$ cat config.mk
export PLATFORM = sky130hd
export DESIGN_NAME = lbi_irq_combiner
export DESIGN_NICKNAME = d
export VERILOG_FILES = /design/src/rtl/lbi_pkg.sv /design/src/rtl/lbi_src_capture.sv /design/src/rtl/lbi_mask_reg.sv /design/src/rtl/lbi_prio_enc.sv /design/src/rtl/lbi_reg_decode.sv /design/src/rtl/lbi_irq_combiner.sv
export SDC_FILE = /design/constraint.sdc
export NUM_CORES = 1
export LEC_CHECK = 0
export BUFFER_PORTS_ARGS = -buffer_cell sky130_fd_sc_hd__buf_2
export CAP_MARGIN = 25
export CORE_MARGIN = 2
export CORE_UTILIZATION = 46
export DETAILED_ROUTE_END_ITERATION = 16
export PLACE_DENSITY = 0.8
export SLEW_MARGIN = 30
export SYNTH_ARGS = -nofsm -noshare
export SYNTH_HDL_FRONTEND = slang
export SYNTH_SLANG_ARGS = --single-unit
$ cat constraint.sdc
create_clock -name clk -period 3.8 [get_ports clk]
set_clock_uncertainty 0.2 [all_clocks]
set_input_delay 1.14 -clock clk [delete_from_list [all_inputs] [get_ports clk]]
set_output_delay 1.14 -clock clk [all_outputs]
set_load 0.01 [all_outputs]
$ cat src/rtl/lbi_pkg.sv
package lbi_pkg;

  // Register select produced by the address decoder.
  typedef enum logic [1:0] {
    SEL_NONE = 2'd0,
    SEL_VEC  = 2'd1,
    SEL_MASK = 2'd2
  } reg_sel_e;

  // Vector code is (index + 1) scaled by four.
  localparam int unsigned VEC_SHIFT = 2;

endpackage

$ cat src/rtl/lbi_src_capture.sv
module lbi_src_capture #(
  parameter int unsigned N = 16
) (
  input  logic         clk,
  input  logic         rst_n,
  input  logic [N-1:0] lvl_i,
  output logic [N-1:0] src_q
);

  // One flop per request line; each follows its input level.
  for (genvar g = 0; g < N; g++) begin : g_bit
    always_ff @(posedge clk or negedge rst_n) begin
      if (!rst_n) begin
        src_q[g] <= 1'b0;
      end else begin
        src_q[g] <= lvl_i[g];
      end
    end
  end

endmodule

$ cat src/rtl/lbi_mask_reg.sv
module lbi_mask_reg #(
  parameter int unsigned N       = 16,
  parameter logic [N-1:0] RST_VAL = 16'h0010
) (
  input  logic         clk,
  input  logic         rst_n,
  input  logic         we_i,
  input  logic [N-1:0] wdata_i,
  output logic [N-1:0] mask_q
);

  always_ff @(posedge clk or negedge rst_n) begin
    if (!rst_n) begin
      mask_q <= RST_VAL;
    end else if (we_i) begin
      mask_q <= wdata_i;
    end
  end

endmodule

$ cat src/rtl/lbi_prio_enc.sv
module lbi_prio_enc
  import lbi_pkg::*;
#(
  parameter int unsigned N  = 16,
  parameter int unsigned DW = 16,
  localparam int unsigned IDX_W = (N > 1) ? $clog2(N) : 1
) (
  input  logic [N-1:0]     pend_i,
  output logic             hit_o,
  output logic [IDX_W-1:0] idx_o,
  output logic [N-1:0]     first_oh_o,
  output logic [DW-1:0]    vec_o
);

  // Scaled vector code for a found index.
  function automatic logic [DW-1:0] vec_code(input logic found,
                                             input logic [IDX_W-1:0] idx);
    logic [DW-1:0] t;
    t = DW'(idx) + DW'(1);
    return found ? (t << VEC_SHIFT) : '0;
  endfunction

  // below[k] is high when any lower-numbered bit is pending.
  logic [N:0] below;
  assign below[0] = 1'b0;

  for (genvar g = 0; g < N; g++) begin : g_chain
    assign first_oh_o[g] = pend_i[g] & ~below[g];
    assign below[g+1]    = below[g] | pend_i[g];
  end

  assign hit_o = below[N];

  // One-hot to binary.
  always_comb begin
    idx_o = '0;
    for (int k = 0; k < N; k++) begin
      if (first_oh_o[k]) begin
        idx_o = idx_o | IDX_W'(k);
      end
    end
  end

  assign vec_o = vec_code(hit_o, idx_o);

endmodule

$ cat src/rtl/lbi_reg_decode.sv
module lbi_reg_decode
  import lbi_pkg::*;
#(
  parameter int unsigned   AW       = 12,
  parameter logic [AW-1:0] VEC_OFF  = 12'h000,
  parameter logic [AW-1:0] MASK_OFF = 12'h002
) (
  input  logic [AW-1:0] addr_i,
  input  logic          wr_i,
  output reg_sel_e      sel_o,
  output logic          mask_we_o
);

  always_comb begin
    if (addr_i == VEC_OFF) begin
      sel_o = SEL_VEC;
    end else if (addr_i == MASK_OFF) begin
      sel_o = SEL_MASK;
    end else begin
      sel_o = SEL_NONE;
    end
  end

  // Only the mask offset accepts writes.
  assign mask_we_o = wr_i && (sel_o == SEL_MASK);

endmodule

$ cat src/rtl/lbi_irq_combiner.sv
module lbi_irq_combiner
  import lbi_pkg::*;
#(
  parameter int unsigned    N        = 16,
  parameter int unsigned    DW       = 16,
  parameter int unsigned    AW       = 12,
  parameter logic [N-1:0]   MASK_RST = 16'h0010,
  parameter logic [AW-1:0]  VEC_OFF  = 12'h000,
  parameter logic [AW-1:0]  MASK_OFF = 12'h002
) (
  input  logic          clk,
  input  logic          rst_n,
  input  logic [N-1:0]  irq_lvl_i,
  input  logic          reg_wr_i,
  input  logic [AW-1:0] reg_addr_i,
  input  logic [DW-1:0] reg_wdata_i,
  output logic [DW-1:0] reg_rdata_o,
  output logic          irq_o
);

  localparam int unsigned IDX_W = (N > 1) ? $clog2(N) : 1;

  // Named internal events, visible to the bound checker.
  logic [N-1:0]     src_q;
  logic [N-1:0]     mask_q;
  logic [N-1:0]     pend;
  logic [N-1:0]     first_oh;
  logic             hit;
  logic [IDX_W-1:0] idx;
  logic [DW-1:0]    vec;
  logic             mask_we;
  reg_sel_e         sel;

  lbi_src_capture #(.N(N)) u_src (
    .clk   (clk),
    .rst_n (rst_n),
    .lvl_i (irq_lvl_i),
    .src_q (src_q)
  );

  lbi_reg_decode #(.AW(AW), .VEC_OFF(VEC_OFF), .MASK_OFF(MASK_OFF)) u_dec (
    .addr_i    (reg_addr_i),
    .wr_i      (reg_wr_i),
    .sel_o     (sel),
    .mask_we_o (mask_we)
  );

  lbi_mask_reg #(.N(N), .RST_VAL(MASK_RST)) u_mask (
    .clk     (clk),
    .rst_n   (rst_n),
    .we_i    (mask_we),
    .wdata_i (reg_wdata_i[N-1:0]),
    .mask_q  (mask_q)
  );

  assign pend = src_q & mask_q;

  lbi_prio_enc #(.N(N), .DW(DW)) u_enc (
    .pend_i     (pend),
    .hit_o      (hit),
    .idx_o      (idx),
    .first_oh_o (first_oh),
    .vec_o      (vec)
  );

  // Output depends on registers only: one clock after any change.
  assign irq_o = |pend;

  always_comb begin
    unique case (sel)
      SEL_VEC:  reg_rdata_o = vec;
      SEL_MASK: reg_rdata_o = DW'(mask_q);
      default:  reg_rdata_o = '0;
    endcase
  end

endmodule

== Word-level counts from Yosys, hierarchy flattened ==
Cells that the tools add are included.

* Flip-flop bits (word level): 32
* Output and inout port bits: 17

* Add/subtract/negate cells: 1
* Equality and inequality tests: 3
* Mux-type cells: 19
* Bitwise gates (word level): 46
* Reduce and logical (&&, ||, !) cells: 3

{| class="wikitable"
|+ Operator list
! operator !! count
|-
| $mux W4 || 8
|-
| $pmux W16 S2 || 1
|-
| $and A16 B16 Y16 || 1
|-
| $reduce_or A16 Y1 || 1
|-
| $and A1 B1 Y1 || 15
|-
| $not A1 Y1 || 15
|-
| $or A1 B1 Y1 || 15
|-
| $eq A12 B2 Y1 const B || 1
|-
| $logic_not A12 Y1 || 1
|-
| $mux W3 || 4
|-
| $mux W2 || 4
|-
| $mux W7 || 1
|-
| $add A4 B1 Y5 const B || 1
|-
| $eq A2 B1 Y1 const B || 1
|-
| $eq A2 B2 Y1 const B || 1
|-
| $logic_and A1 B1 Y1 || 1
|-
| $mux W1 || 1
|}

== Longest topological paths before layout ==
* Depth in word-level cells: 21
* Depth in mapped cells: 7
* Depth with buffers taken out: 7

== Hierarchy ==
A second synthesis with hierarchy kept.

* Cells, all modules: 200
* Area, all modules: 1980.6 um^2

{| class="wikitable"
|+ By module, submodules not included
! module !! instances !! cells each !! area an instance (um^2) !! seq. area each (um^2)
|-
| lbi_mask_reg || 1 || 34 || 650.6 || 401.6
|-
| lbi_prio_enc || 1 || 79 || 496.7 || 0.0
|-
| lbi_src_capture || 1 || 16 || 400.4 || 400.4
|-
| lbi_irq_combiner || 1 || 63 || 375.4 || 0.0
|-
| lbi_reg_decode || 1 || 8 || 57.6 || 0.0
|}

== Least setup slack after synthesis ==
OpenSTA, ideal clock, no wires.

* Path type: input to output
* From: input reg_addr_i[10]
* To: output reg_rdata_o[2]
* Arrival: 2.194 ns
* Data required time: 2.460 ns
* Slack: 0.266 ns
* Stages: 6
* Buffers on the path: 1
* Cell sequence: nor4_1 nand3_1 nor2_2 clkbuf_1 nand2_1 o21ai_0

* Word-level cells in the longest chain between the ends: 5
* Elaborated cells between the ends (all ways): 7

{| class="wikitable"
|+ RTL lines
! element !! line !! text
|-
| start, declared || lbi_irq_combiner.sv:15 || <nowiki>input logic [AW-1:0] reg_addr_i,</nowiki>
|-
| $eq A12 B2 Y1 || lbi_reg_decode.sv:17 || <nowiki>end else if (addr_i == MASK_OFF) begin</nowiki>
|-
| $mux W2 || lbi_reg_decode.sv:17 ||
|-
| $mux W2 (*) || lbi_reg_decode.sv:15 || <nowiki>if (addr_i == VEC_OFF) begin</nowiki>
|-
| $eq A2 B2 Y1 or $eq A2 B1 Y1 (tied branches) || lbi_irq_combiner.sv:70 || <nowiki>unique case (sel)</nowiki>
|-
| $pmux W16 S2 (*) || lbi_irq_combiner.sv:70 ||
|-
| end, declared || lbi_irq_combiner.sv:17 || <nowiki>output logic [DW-1:0] reg_rdata_o,</nowiki>
|}

Mark *: on every way between the ends. The rest lies on a longest branch, timed or not.

== Worst setup path after layout ==
* From: input reg_addr_i[10]
* To: output reg_rdata_o[5]

The elaborated chain is that of the path after synthesis.

==> results.py <==
metrics = {
    "power_and_ir_drop": {
        "power-per-cell-area_nw_per_um2": 326.0,
        "cell_leakage_power_nw": 1.060,
        "vdd.ir_drop.worst_v": 0.0002104,
        "total_power_uw": 645.3,
    },
    "synthesis": {
        "synth.area.top_cells": "sky130_fd_sc_hd__dfrtp_1, sky130_fd_sc_hd__mux2_2, sky130_fd_sc_hd__and2_1",
        "synth-edff-count": 0,
        "syn_avg_cell_area_um2": 11.56,
        "ys_seq_area_share_pct": 55.50,
        "synth_ff_type": "sky130_fd_sc_hd__dfrtp_1",
        "asyncSetResetFlopFracSynth_pct": 100.0,
        "ys_ff_latch": 32,
        "mappedNetlistNets": 173,
        "synthCells": 125,
        "yosysUniqueCellTypes": 34,
        "ys_warn_count": 0,
        "mappedNetlistArea_um2": 1445,
        "synth_largest_type_area_fraction_pct": 53.68,
        "yosys.area.top_type": "sky130_fd_sc_hd__dfrtp_1",
    },
    "global_route": {
        "first_global_vias": 1180,
        "grt.total_usage_pct": 20.19,
        "number_of_antenna_violations_at_the_first_check_in_global_routing": 0,
        "grt_remaining_overflow": 0,
        "grt_max_degree": 33,
        "grt_first_pass_wirelength_um": 5195,
    },
    "routing": {
        "wire_length_per_cell_um": 13.99,
        "antenna_left": 0,
        "number_of_vias_per_cell_after_detailed_routing": 5.207,
        "remaining_drc_errors": 0,
        "number_of_iterations_in_the_first_detailed_routing_pass": 4,
        "detailed_route_wl_um": 3442,
        "drtIter0Drc": 53,
        "detailroute.via_count": 1281,
    },
    "critical_path": {
        "critical_path_required_time_ns": 2.46,
        "worstSetupEndpointType": "output pin",
        "worstSetupStartpointType": "primary input",
        "crit_fanout": 3,
        "critical_path_class": "primary input to output pin",
        "crit_arrival_ns": 2.39,
    },
    "placed_design": {
        "gp_routability_congestion": 0.8322,
        "detailed_place_hpwl_um": 2592,
        "pre_cts_slack_ns": 0.08334,
        "placement.io_buffers": 63,
        "dp.cells": 232,
    },
    "die": {
        "ioPinCount": 64,
        "initial_core_util_pct": 47.73,
        "fp.dieH_um": 60.05,
        "floorplan.die.width_um": 60.05,
        "dieArea_um2": 3606,
        "placementRows": 20,
        "core_um2": 3028,
    },
    "sta": {
        "setup_violations": 0,
        "final.setup.tns_ns": 0,
        "relSlewSlack_pct": 55.01,
        "post-route-period-util_pct": 98.25,
        "final_max_slew_viol_count": 0,
        "clock.fmax_mhz": 267.8,
        "slew_worst_pin_ns": 0.6748,
        "period_minus_slack_ns": 3.733,
        "grt_setup_unrepaired": "yes",
        "finalHoldViolations": 0,
        "postLayoutSetupSlackWorst_ns": 0.06652,
    },
    "final_layout": {
        "num-nets-final": 249,
        "final_layout_size_suffix_gt1_share_pct": 51.98,
        "fillers": 251,
        "mostFrequentLayoutCells": "sky130_fd_sc_hd__buf_2, sky130_fd_sc_hd__dfrtp_1, sky130_fd_sc_hd__nand2_1, sky130_fd_sc_hd__mux2_2, sky130_fd_sc_hd__and2_1",
        "antenna_cells_inserted": 0,
        "area_growth_from_synthesis_to_final_layout_pct": 36.97,
        "layout_commonest_cell": "sky130_fd_sc_hd__buf_2",
        "fin_cells": 246,
    },
    "clock_network": {
        "cts.clk_slew.worst_paths_ns": 0.09,
        "worst_skew_pair.late_latency_ns": 0.33,
        "clock_tree.htree_level_count": 2,
        "ctsHoldBuffers": 0,
        "cts_buffers": 5,
        "tritoncts": "built",
        "cts-root-to-sink-buffers": 2,
        "numClockSinks": 32,
        "ctsRootBufferMaster": "sky130_fd_sc_hd__clkbuf_4",
    },
    "flow_run": {
        "drv_cap": 0,
    },
    "status": {
        "status": "complete, no violations",
    },
    "hold_path": {
        "worstHoldPathType": "flop to flop",
    },
}
==> cells by family (layout without fill, tap and decap cells) <==
kind of cell             after synthesis  after routing  synth area share, %
AND/OR/NAND/NOR                       47             47                16.36
flip-flops                            32             32                55.50
AO/OA/AOI/OAI                         24             24                13.07
multiplexers                          16             16                12.47
buffers and inverters                  4             81                1.125
adder cells (fa/ha/maj)                1              1               0.8657
XOR/XNOR                               1              1               0.6062
==> per-stage QoR <==
stage | hold WS, ns | area [um2] | utilization [%]
after floorplan | 0.3082 | 1445 | -
after global placement | 0.3342 | 1822 | 60.17
after detailed placement | 0.3419 | 1822 | 60.17
after CTS | 0.3604 | 1913 | 63.18
after global routing | 0.3786 | 1979 | 65.37
final | 0.3548 | 1979 | 65.37
==> power breakdown <==
part / internal, mW / switching, mW / total [mW]
Sequential: 0.350 / 0.00589 / 0.356
Combinational: 0.0205 / 0.0174 / 0.0379
Clock: 0.138 / 0.114 / 0.252
Total: 0.508 / 0.137 / 0.645
==> flip-flops by register name, summed over array words and instances (netlist names) <==
register       cells
u_mask.mask_q     16
u_src.src_q       16
==> worst max-delay path: stages <==
cell and delay (ns):
sky130_fd_sc_hd__buf_2 0.10, sky130_fd_sc_hd__nor4_1 0.28, sky130_fd_sc_hd__nand3_1 0.22, sky130_fd_sc_hd__buf_4 0.20, sky130_fd_sc_hd__o41ai_2 0.27, sky130_fd_sc_hd__buf_2 0.18
==> what timing repair did <==
| action | 4_1_cts | 5_1_grt |
|---|---|---|
| resized for setup | 1 | 6 |
| pin swaps | 2 | 7 |
| cloned | 0 | 0 |
| setup buffers | 1 | 5 |
| setup endpoints to repair | 4 | 16 |
==> routing by layer <==
metal	vias to the layer above	track usage [%]	share of wire, %	routed length, um
met5	-	0	0	0
met4	0	6.667	1.3	45
met3	4	7.792	8.3	285
met2	68	34.16	50	1721
met1	597	23.40	40	1390
li1	612	-	-	-
==> area by class of cell <==
class | count | area, um2 | area share, %
Timing Repair Buffer | 71 | 381.6 | 19.28
Clock buffer | 6 | 41.29 | 2.086
Tap cell | 44 | 55.05 | 2.781
Clock inverter | 2 | 35.03 | 1.770
Multi-Input combinational cell | 89 | 656.9 | 33.19
Inverter | 2 | 7.507 | 0.3793
Sequential cell | 32 | 802.0 | 40.52
==> final timing paths <==
path,end,slack [ns],startpoint,depth (start not counted)
worst max-delay path,reg_rdata_o[5],0.07,reg_addr_i[10],6
worst min-delay path,u_mask.mask_q[0]$_DFFE_PN0P_,0.35,u_mask.mask_q[0]$_DFFE_PN0P_,1
worst max register to register,u_mask.mask_q[6]$_DFFE_PN0P_,2.70,u_mask.mask_q[6]$_DFFE_PN0P_,2
worst min register to register,u_mask.mask_q[0]$_DFFE_PN0P_,0.35,u_mask.mask_q[0]$_DFFE_PN0P_,1
max in group asynchronous,u_mask.mask_q[5]$_DFFE_PN0P_,2.33,rst_n,1
min in group asynchronous,u_src.src_q[10]$_DFF_PN0_,0.63,rst_n,1
==> synthesized netlist by cell type, types with 2 or more instances <==
master,n
sky130_fd_sc_hd__inv_1,2
sky130_fd_sc_hd__a22oi_1,5
sky130_fd_sc_hd__nand2_1,19
sky130_fd_sc_hd__a222oi_1,3
sky130_fd_sc_hd__dfrtp_1,31
sky130_fd_sc_hd__and2_1,12
sky130_fd_sc_hd__nor4_1,2
sky130_fd_sc_hd__nor2_1,3
sky130_fd_sc_hd__a32oi_1,2
sky130_fd_sc_hd__a21oi_1,2
sky130_fd_sc_hd__nand3_1,4
sky130_fd_sc_hd__mux2_2,16
sky130_fd_sc_hd__o21ai_0,3
No activity file was read; power rests on OpenSTA's default activity.
